===== src/rtl/awt_pkg.sv =====
package awt_pkg;

  typedef enum logic [1:0] {
    PM_ACTIVE   = 2'd0,
    PM_BROWNOUT = 2'd1,
    PM_SLEEP    = 2'd2,
    PM_DISPLAY  = 2'd3
  } pmode_e;

  // Low-power modes are the two codes with the upper bit set.
  function automatic logic is_lowpwr(input logic [1:0] m);
    return m[1];
  endfunction

  function automatic int unsigned width_for(input int unsigned n);
    return (n > 1) ? $clog2(n) : 1;
  endfunction

endpackage


===== src/rtl/awt_prescaler.sv =====
module awt_prescaler #(
  parameter int TICKS_PER_STEP = 80
) (
  input  logic clk,
  input  logic rst_n,
  input  logic clr,
  input  logic adv,
  output logic strobe
);
  import awt_pkg::*;

  localparam int PW = width_for(TICKS_PER_STEP);
  localparam logic [PW-1:0] LAST = PW'(TICKS_PER_STEP - 1);

  logic [PW-1:0] pc_q, pc_d;

  assign strobe = adv && !clr && (pc_q == LAST);

  always_comb begin
    pc_d = pc_q;
    if (clr) begin
      pc_d = '0;
    end else if (adv) begin
      pc_d = (pc_q == LAST) ? '0 : pc_q + PW'(1);
    end
  end

  always_ff @(posedge clk or negedge rst_n) begin
    if (!rst_n) begin
      pc_q <= '0;
    end else begin
      pc_q <= pc_d;
    end
  end

endmodule


===== src/rtl/awt_lead_guard.sv =====
module awt_lead_guard #(
  parameter int ARM_LEAD = 3
) (
  input  logic clk,
  input  logic rst_n,
  input  logic restart,
  input  logic tick,
  input  logic enter_lp,
  input  logic armed_next,
  output logic err
);
  import awt_pkg::*;

  localparam int LW = width_for(ARM_LEAD + 1);
  localparam logic [LW-1:0] LEAD = LW'(ARM_LEAD);

  logic [LW-1:0] lc_q, lc_d;
  logic          err_q, err_d;
  logic          too_soon;

  // Ticks in the same cycle as the arm write are not counted.
  assign too_soon = restart || (lc_q < LEAD);

  always_comb begin
    lc_d = lc_q;
    if (restart) begin
      lc_d = '0;
    end else if (tick && (lc_q < LEAD)) begin
      lc_d = lc_q + LW'(1);
    end
  end

  always_comb begin
    err_d = err_q;
    if (enter_lp && armed_next && too_soon) begin
      err_d = 1'b1;
    end
  end

  always_ff @(posedge clk or negedge rst_n) begin
    if (!rst_n) begin
      lc_q  <= '0;
      err_q <= 1'b0;
    end else begin
      lc_q  <= lc_d;
      err_q <= err_d;
    end
  end

  assign err = err_q;

endmodule


===== src/rtl/awt_countdown.sv =====
module awt_countdown #(
  parameter int PERIOD_W      = 3,
  parameter int STEPS_PER_MIN = 24
) (
  input  logic                clk,
  input  logic                rst_n,
  input  logic                kill,
  input  logic                arm,
  input  logic [PERIOD_W-1:0] period,
  input  logic                unit,
  input  logic                strobe,
  output logic                armed,
  output logic                wake
);
  import awt_pkg::*;

  localparam int MAX_LOAD = ((1 << PERIOD_W) - 1) * STEPS_PER_MIN;
  localparam int CW       = width_for(MAX_LOAD + 1);

  logic [CW-1:0] cnt_q, cnt_d, load;
  logic          armed_q, armed_d;
  logic          wake_q, wake_d;

  assign load = CW'(period) * (unit ? CW'(STEPS_PER_MIN) : CW'(1));

  always_comb begin
    cnt_d   = cnt_q;
    armed_d = armed_q;
    wake_d  = 1'b0;
    if (kill) begin
      cnt_d   = '0;
      armed_d = 1'b0;
    end else if (arm) begin
      cnt_d   = load;
      armed_d = (load != '0);
    end else if (strobe && armed_q) begin
      if (cnt_q <= CW'(1)) begin
        cnt_d   = '0;
        armed_d = 1'b0;
        wake_d  = 1'b1;
      end else begin
        cnt_d = cnt_q - CW'(1);
      end
    end
  end

  always_ff @(posedge clk or negedge rst_n) begin
    if (!rst_n) begin
      cnt_q   <= '0;
      armed_q <= 1'b0;
      wake_q  <= 1'b0;
    end else begin
      cnt_q   <= cnt_d;
      armed_q <= armed_d;
      wake_q  <= wake_d;
    end
  end

  assign armed = armed_q;
  assign wake  = wake_q;

endmodule


===== src/rtl/autowake_timer.sv =====
module autowake_timer #(
  parameter int TICKS_PER_STEP = 80,
  parameter int STEPS_PER_MIN  = 24,
  parameter int ARM_LEAD       = 3,
  parameter int PERIOD_W       = 3
) (
  input  logic                clk,
  input  logic                rst_n,
  input  logic                rtc_tick,
  input  logic [1:0]          pwr_mode,
  input  logic                cfg_wr,
  input  logic [PERIOD_W-1:0] cfg_period,
  input  logic                cfg_unit,
  input  logic                arm_wr,
  input  logic                arm_d,
  output logic [PERIOD_W-1:0] period_o,
  output logic                unit_o,
  output logic                armed_o,
  output logic                wake_o,
  output logic                early_err_o
);
  import awt_pkg::*;

  localparam logic [PERIOD_W-1:0] PERIOD_RST = PERIOD_W'(1);

  // Reset: asserted asynchronously, released through two flops.
  logic [1:0] rs_q;
  logic       rst_n_s;

  always_ff @(posedge clk or negedge rst_n) begin
    if (!rst_n) begin
      rs_q <= 2'b00;
    end else begin
      rs_q <= {rs_q[0], 1'b1};
    end
  end
  assign rst_n_s = rs_q[1];

  // Configuration fields.
  logic [PERIOD_W-1:0] period_q, period_d;
  logic                unit_q, unit_d;

  always_comb begin
    period_d = period_q;
    unit_d   = unit_q;
    if (cfg_wr) begin
      period_d = cfg_period;
      unit_d   = cfg_unit;
    end
  end

  always_ff @(posedge clk or negedge rst_n_s) begin
    if (!rst_n_s) begin
      period_q <= PERIOD_RST;
      unit_q   <= 1'b0;
    end else begin
      period_q <= period_d;
      unit_q   <= unit_d;
    end
  end

  // Mode edge detection.
  logic [1:0] mode_q;
  logic       lp_now, lp_prev, kill, enter_lp;

  always_ff @(posedge clk or negedge rst_n_s) begin
    if (!rst_n_s) begin
      mode_q <= PM_ACTIVE;
    end else begin
      mode_q <= pwr_mode;
    end
  end

  assign lp_now   = is_lowpwr(pwr_mode);
  assign lp_prev  = is_lowpwr(mode_q);
  assign kill     = !lp_now && lp_prev;
  assign enter_lp = lp_now && !lp_prev;

  // Control.
  logic arm_go, armed_q, armed_next, count_en, step_adv, step_strobe;

  assign arm_go     = arm_wr && arm_d && !kill;
  assign armed_next = arm_go ? (period_q != '0) : armed_q;
  assign count_en   = armed_q && lp_now;
  assign step_adv   = rtc_tick && count_en;

  awt_prescaler #(
    .TICKS_PER_STEP(TICKS_PER_STEP)
  ) u_presc (
    .clk    (clk),
    .rst_n  (rst_n_s),
    .clr    (arm_go || kill),
    .adv    (step_adv),
    .strobe (step_strobe)
  );

  awt_countdown #(
    .PERIOD_W      (PERIOD_W),
    .STEPS_PER_MIN (STEPS_PER_MIN)
  ) u_count (
    .clk    (clk),
    .rst_n  (rst_n_s),
    .kill   (kill),
    .arm    (arm_go),
    .period (period_q),
    .unit   (unit_q),
    .strobe (step_strobe),
    .armed  (armed_q),
    .wake   (wake_o)
  );

  awt_lead_guard #(
    .ARM_LEAD(ARM_LEAD)
  ) u_lead (
    .clk        (clk),
    .rst_n      (rst_n_s),
    .restart    (arm_go),
    .tick       (rtc_tick),
    .enter_lp   (enter_lp),
    .armed_next (armed_next),
    .err        (early_err_o)
  );

  assign period_o = period_q;
  assign unit_o   = unit_q;
  assign armed_o  = armed_q;

endmodule


===== config.mk =====
export PLATFORM = sky130hd
export DESIGN_NAME = autowake_timer
export DESIGN_NICKNAME = d
export VERILOG_FILES = /design/src/rtl/awt_pkg.sv /design/src/rtl/awt_prescaler.sv /design/src/rtl/awt_lead_guard.sv /design/src/rtl/awt_countdown.sv /design/src/rtl/autowake_timer.sv
export SDC_FILE = /design/constraint.sdc
export NUM_CORES = 1
export LEC_CHECK = 0
export ABC_CLOCK_PERIOD_IN_PS = 1300
export BUFFER_PORTS_ARGS = -buffer_cell sky130_fd_sc_hd__buf_2
export CORE_ASPECT_RATIO = 2
export CORE_MARGIN = 4
export CORE_UTILIZATION = 39
export CTS_BUF_LIST = sky130_fd_sc_hd__clkbuf_16
export DETAILED_ROUTE_END_ITERATION = 12
export GPL_TIMING_DRIVEN = 0
export PLACE_DENSITY = 0.6
export SYNTH_ARGS = -nofsm -noshare
export SYNTH_HDL_FRONTEND = slang
export SYNTH_SLANG_ARGS = --single-unit

===== constraint.sdc =====
create_clock -name clk -period 1.3 [get_ports clk]
set_clock_uncertainty 0.15 [all_clocks]
set_input_delay 0.26 -clock clk [delete_from_list [all_inputs] [get_ports clk]]
set_output_delay 0.26 -clock clk [all_outputs]
set_load 0.01 [all_outputs]

Yosys cells after proc, flatten, opt, wreduce, memory -nomap -nowiden:

Index checks and enable logic that the tools add are counted.

* logic and storage cells: 61
* output and inout port bits: 7
* bits in registers: 28
* input bits: 12

* reductions and logical operators: 25
* $add $sub $neg: 3
* $lt $le $gt $ge: 2
* multipliers: 1
* equality and inequality tests: 1
* multiplexer cells: 19

Operators by type and width (count)
* $mux 8: 4
* $mux 7: 3
* $logic_and 1x1->1: 12
* $mux 1: 9
* $reduce_bool 3->1: 3
* $le 8x1->1 const B: 1
* $mul 3x8->8: 1
* $reduce_bool 8->1: 1
* $sub 8x1->8 const B: 1
* $add 7x1->7 const B: 1
* $eq 7x7->1 const B: 1
* $mux 5: 1
* $logic_not 1->1: 4
* $mux 2: 2
* $reduce_bool 2->1: 2
* $add 2x1->2 const B: 1
* $logic_or 1x1->1: 2
* $lt 2x2->1 const B: 1
* $reduce_and 2->1: 1

Logic depth before layout (Yosys ltp):

* depth in word-level cells: 12
* gate-level depth with buffers: 8
* gate-level depth less buffers: 8

Cells and area by module:

From an unflattened synthesis, not the netlist that was laid out.

* cells, all modules: 161
* area total of the unflattened synthesis: 1636.6 um^2

Modules (own cells, without submodules)
* awt_countdown: instances 1, cells each 80, area an instance 752.0 um^2
* awt_prescaler: instances 1, cells each 47, area an instance 429.2 um^2
* autowake_timer: instances 1, cells each 21, area an instance 291.5 um^2
* awt_lead_guard: instances 1, cells each 13, area an instance 163.9 um^2

Worst setup path before layout:

No wires, ideal clock.

* path kind: reg-to-reg
* start point: register u_count.cnt_q[4]
* end point: register u_count.cnt_q[0]
* stages on the path, launching flop included: 6
* setup slack: -0.899 ns
* buffers on the path: 1
* setup time: 0.126 ns
* data arrival time: 1.923 ns
* cell sequence: dfrtp_1 -> or4_4 -> or4_4 -> buf_6 -> nor4b_4 -> a221o_1

* longest elaborated chain between the ends: 5

Ends and longest elaborated chain
* start: declaration: line awt_countdown.sv:20 `logic [CW-1:0] cnt_q, cnt_d, load;`
* start signal: assignment: line awt_countdown.sv:53 `cnt_q <= cnt_d;`
* $le 8x1->1: line awt_countdown.sv:37 `if (cnt_q <= CW'(1)) begin`
* $mux 8: line awt_countdown.sv:37
* $mux 8: line awt_countdown.sv:36 `end else if (strobe && armed_q) begin`
* $mux 8: line awt_countdown.sv:33 `end else if (arm) begin`
* $mux 8: line awt_countdown.sv:30 `if (kill) begin`

Every way passes these cells. The select of a mux whose other input is x is not followed.
A chain may end at the register's enable or synchronous reset.

Worst setup path after layout:

* start point: register u_count.cnt_q[5]
* end point: register u_count.cnt_q[4]

The elaborated chain is that of the path after synthesis.

==> impl_results.md <==
- Status: finished with violations
- Failing checks: negative setup slack
- Crit Path Max Fanout: 6
- Die Height: 98.0 um
- R2R Setup Slk: -0.81 ns
- Critical path's most frequent cell: or4_4
- R2r endpoint: u_count.cnt_q[4]$_DFFE_PN0P_
- Final Hold Viols: 0
- Layout Nets: 238
- GPL Wtd Cong: 0.888
- Slowest CP cell: or4_4
- Slew Limit Fails: 0
- Warnings from Yosys: 0
- Clock root buffer: clkbuf_16
- Synth cell types: 50
- Leak: 1.04 nW
- Hold Path Class: in2reg
- Post-synth EDFFs: 0
- Reg power frac: 37.7%
- Clock network power share: 25.9%
- Worst Setup End Kind: register
- H-tree levels: 1
- Num Clock Sinks: 27
- FF-to-FF Start: u_count.cnt_q[5]$_DFFE_PN0P_
- Final Cycle Share: 163%
- Largest net degree at the start of global routing: 26
- Clock Path Buffers: 2
- Ant. Diodes: 0
- Violation count after the first detailed-route iteration: 54
- Layout overhead on the synthesized area: 52.7%
- Power per Cell Area: 1130 nW/um^2
- Worst slew margin relative to its limit: 61.6%
- CP startpoint kind: register
- Total grt overflow: 0
- Final non-filler cell total: 268
- Setup TNS: -8.49 ns
- First-pass GRT wire length: 7.69 mm
- Core area: 3880 um^2
- CP Capture Point: u_count.cnt_q[4]$_DFFE_PN0P_
- Layout cells sized above 1: 50.7%
- Vias per std cell: 5.74
- Net Switching: 0.871 mW
- CTS tree: yes
- Register area: 687 um^2
- Power share of the combinational group: 36.4%
- Number of fill cells in the layout: 325
- Worst Path Arrival: 2.11 ns
- Commonest register cell after synthesis: dfrtp_1
- IO Pins: 19
- Latest clock arrival within the worst-skew pair: 0.27 ns
- CTS clock-pin slew for the worst setup and hold paths: 0.07 ns
- Placed cell areas: 1810 um^2
- DR WL/cell: 17.3 um
- Post-synth ARST share: 100%
- FF+latch count, synth: 27
- Dpl cells: 236
- Total CTS buffers: 3
- Mapped Area: 1580 um^2
- Worst EP required: 1.30 ns
- CP max stage delay: 0.54 ns
- Via Count: 1539
- Post-synthesis sequential area ratio: 42.8%
- Slew @ Worst Pin: 0.576 ns
- Multi-input logic area: 1130 um^2
- Design area: 2410 um^2
- DRT antenna net count: 0
- Initial antenna violation count: 0
- Setup violations, final: 21
- Final HPWL DP: 3.07 mm
- R2R cell count: 5
- GRT Util Overall: 19.7%
- Post-Synthesis Net Count: 188
- # DRC: 0
- FMAX: 473 MHz
- Drt total wl: 4.63 mm
- Critical Path Start: u_count.cnt_q[5]$_DFFE_PN0P_
- Critical path, cell by cell: or4_4 > or4_4 > buf_4 > a21oi_2 > o211ai_1
- Internal power: 1.85 mW
- Final WS setup: -0.815 ns
- Max_cap viols: 0
- Vias in the first global route: 1677
- Row cnt: 32
- Peak VDD IR: 871 uV
- Fin Hold WS: 0.0635 ns
- Syn avg cell area: 9.41 um^2
- Pre-antenna DRT Iters: 4
- Worst Path Class, Setup: reg2reg
- Port bufs: 17
- Layout Utilization: 62.1%
- Gate Count Post-Synth: 168
- RSZ-0062 raised after global routing: true
- Die Area: 5200 um^2
- Minimum clock period: 2.11 ns
- Chip Width: 53.0 um
- Net Sw Frac: 32.0%
- Initial core utilization: 40.7%
how the worst min path moves through the flow:
stage	start	end	slack, ns	depth (start not counted)
final	pwr_mode[1]	mode_q[1]$_DFF_PN0_	0.06	1
after global routing	pwr_mode[1]	mode_q[1]$_DFF_PN0_	0.06	1
after CTS	pwr_mode[1]	mode_q[1]$_DFF_PN0_	0.06	1
after detailed placement	rst_n	rs_q[0]$_DFF_PN0_	-0.10	1
after floorplan	rst_n	rs_q[0]$_DFF_PN0_	-0.19	0
after global placement	rst_n	rs_q[0]$_DFF_PN0_	-0.11	1
cells in the mapped netlist (2+ instances only):
cell | n | area (um^2)
nor3b_1 | 2 | 15.0
nand3b_1 | 2 | 15.0
nor2b_1 | 2 | 12.5
ha_1 | 8 | 100
and2_1 | 3 | 18.8
xnor2_1 | 2 | 17.5
nor2_1 | 13 | 48.8
a21oi_1 | 8 | 40.0
xor2_1 | 3 | 26.3
or2_2 | 2 | 12.5
clkbuf_1 | 2 | 7.51
o211ai_1 | 4 | 30.0
nand3_1 | 8 | 40.0
or4_4 | 2 | 22.5
mux2_2 | 4 | 45.0
o21ai_0 | 7 | 35.0
nor4_1 | 5 | 31.3
a211oi_1 | 2 | 15.0
inv_1 | 8 | 30.0
nor3_1 | 9 | 45.0
dfrtp_1 | 26 | 651
nand2_1 | 18 | 67.6
placed cells by master (no fill, tap or decap), drive strengths merged, types with 2 or more instances in the layout:
master,count
buf,49
dfrtp,26
nand2,19
nor2,14
inv,9
nor3,9
a21oi,8
ha,8
nand3,8
o21ai,8
nor4,5
mux2,4
o211ai,4
and2,3
xor2,3
clkbuf,3
or4,3
nor2b,2
xnor2,2
nand3b,2
nor3b,2
a211oi,2
nor4b,2
or2,2
cells by family after synthesis:
group / Yosys count / share of synthesized area [%]
xor+xnor: 5 / 2.77
mux: 5 / 3.48
fa+ha+maj: 8 / 6.33
buf+inv: 13 / 3.64
flops: 27 / 42.8
simple gates: 76 / 26.6
compound gates: 33 / 14.1
other cells: 1 / 0.237
power groups by stage:
stage	Sequential, mW	Combinational, mW	Clock (mW)
floorplan	1.02	0.472	0
global placement	1.03	0.609	0
detailed placement	1.05	0.630	0
CTS	1.02	0.860	0.708
global route	1.04	1.08	0.746
finish	1.02	0.990	0.705
final cells by class:
cell class,instances,area share (%)
inverter,8,1.24
buffer,2,0.934
tap,51,2.65
sequential,27,28.5
multi-input combinational,128,47.0
timing repair buffer,48,16.4
clock inverter,1,0.156
clock buffer,3,3.11
through the flow:
stage / total power, mW / worst slack (ns)
after floorplan: 1.50 / -0.816
after global placement: 1.64 / -0.894
after detailed placement: 1.68 / -0.898
after CTS: 2.59 / -0.790
after global routing: 2.86 / -0.893
final: 2.72 / -0.815
critical path: cells and delay by family (launching register included):
| family | cells | cell delay (ns) |
|---|---|---|
| buffers and inverters | 1 | 0.18 |
| flip-flops | 1 | 0.39 |
| AND/OR/NAND/NOR | 2 | 1.03 |
| AO/OA/AOI/OAI | 2 | 0.24 |
sequential cells by signal, indices dropped and copies added, names as in the netlist:
| signal | count |
|---|---|
| rs_q | 2 |
| unit_o | 1 |
| u_count.wake | 1 |
| u_presc.pc_q | 7 |
| u_count.armed | 1 |
| mode_q | 1 |
| u_lead.err | 1 |
| u_count.cnt_q | 8 |
| period_o | 3 |
| u_lead.lc_q | 2 |
routing by layer:
metal,wire length [um],track usage (%),vias to the layer above
met5,0,0,-
met4,234,11.2,0
met3,126,1.98,17
met2,2660,35.6,42
met1,1610,20.7,766
li1,-,-,714
repair_timing:
item                                    4_1_cts  5_1_grt
hold buffers                                  1        0
resized for setup                            47       24
endpoints found under the setup margin       44       24
pin swaps                                    13       17
endpoints found under the hold margin         2        0
buffers inserted                             26        7
Power figures use the tool's default switching activity.
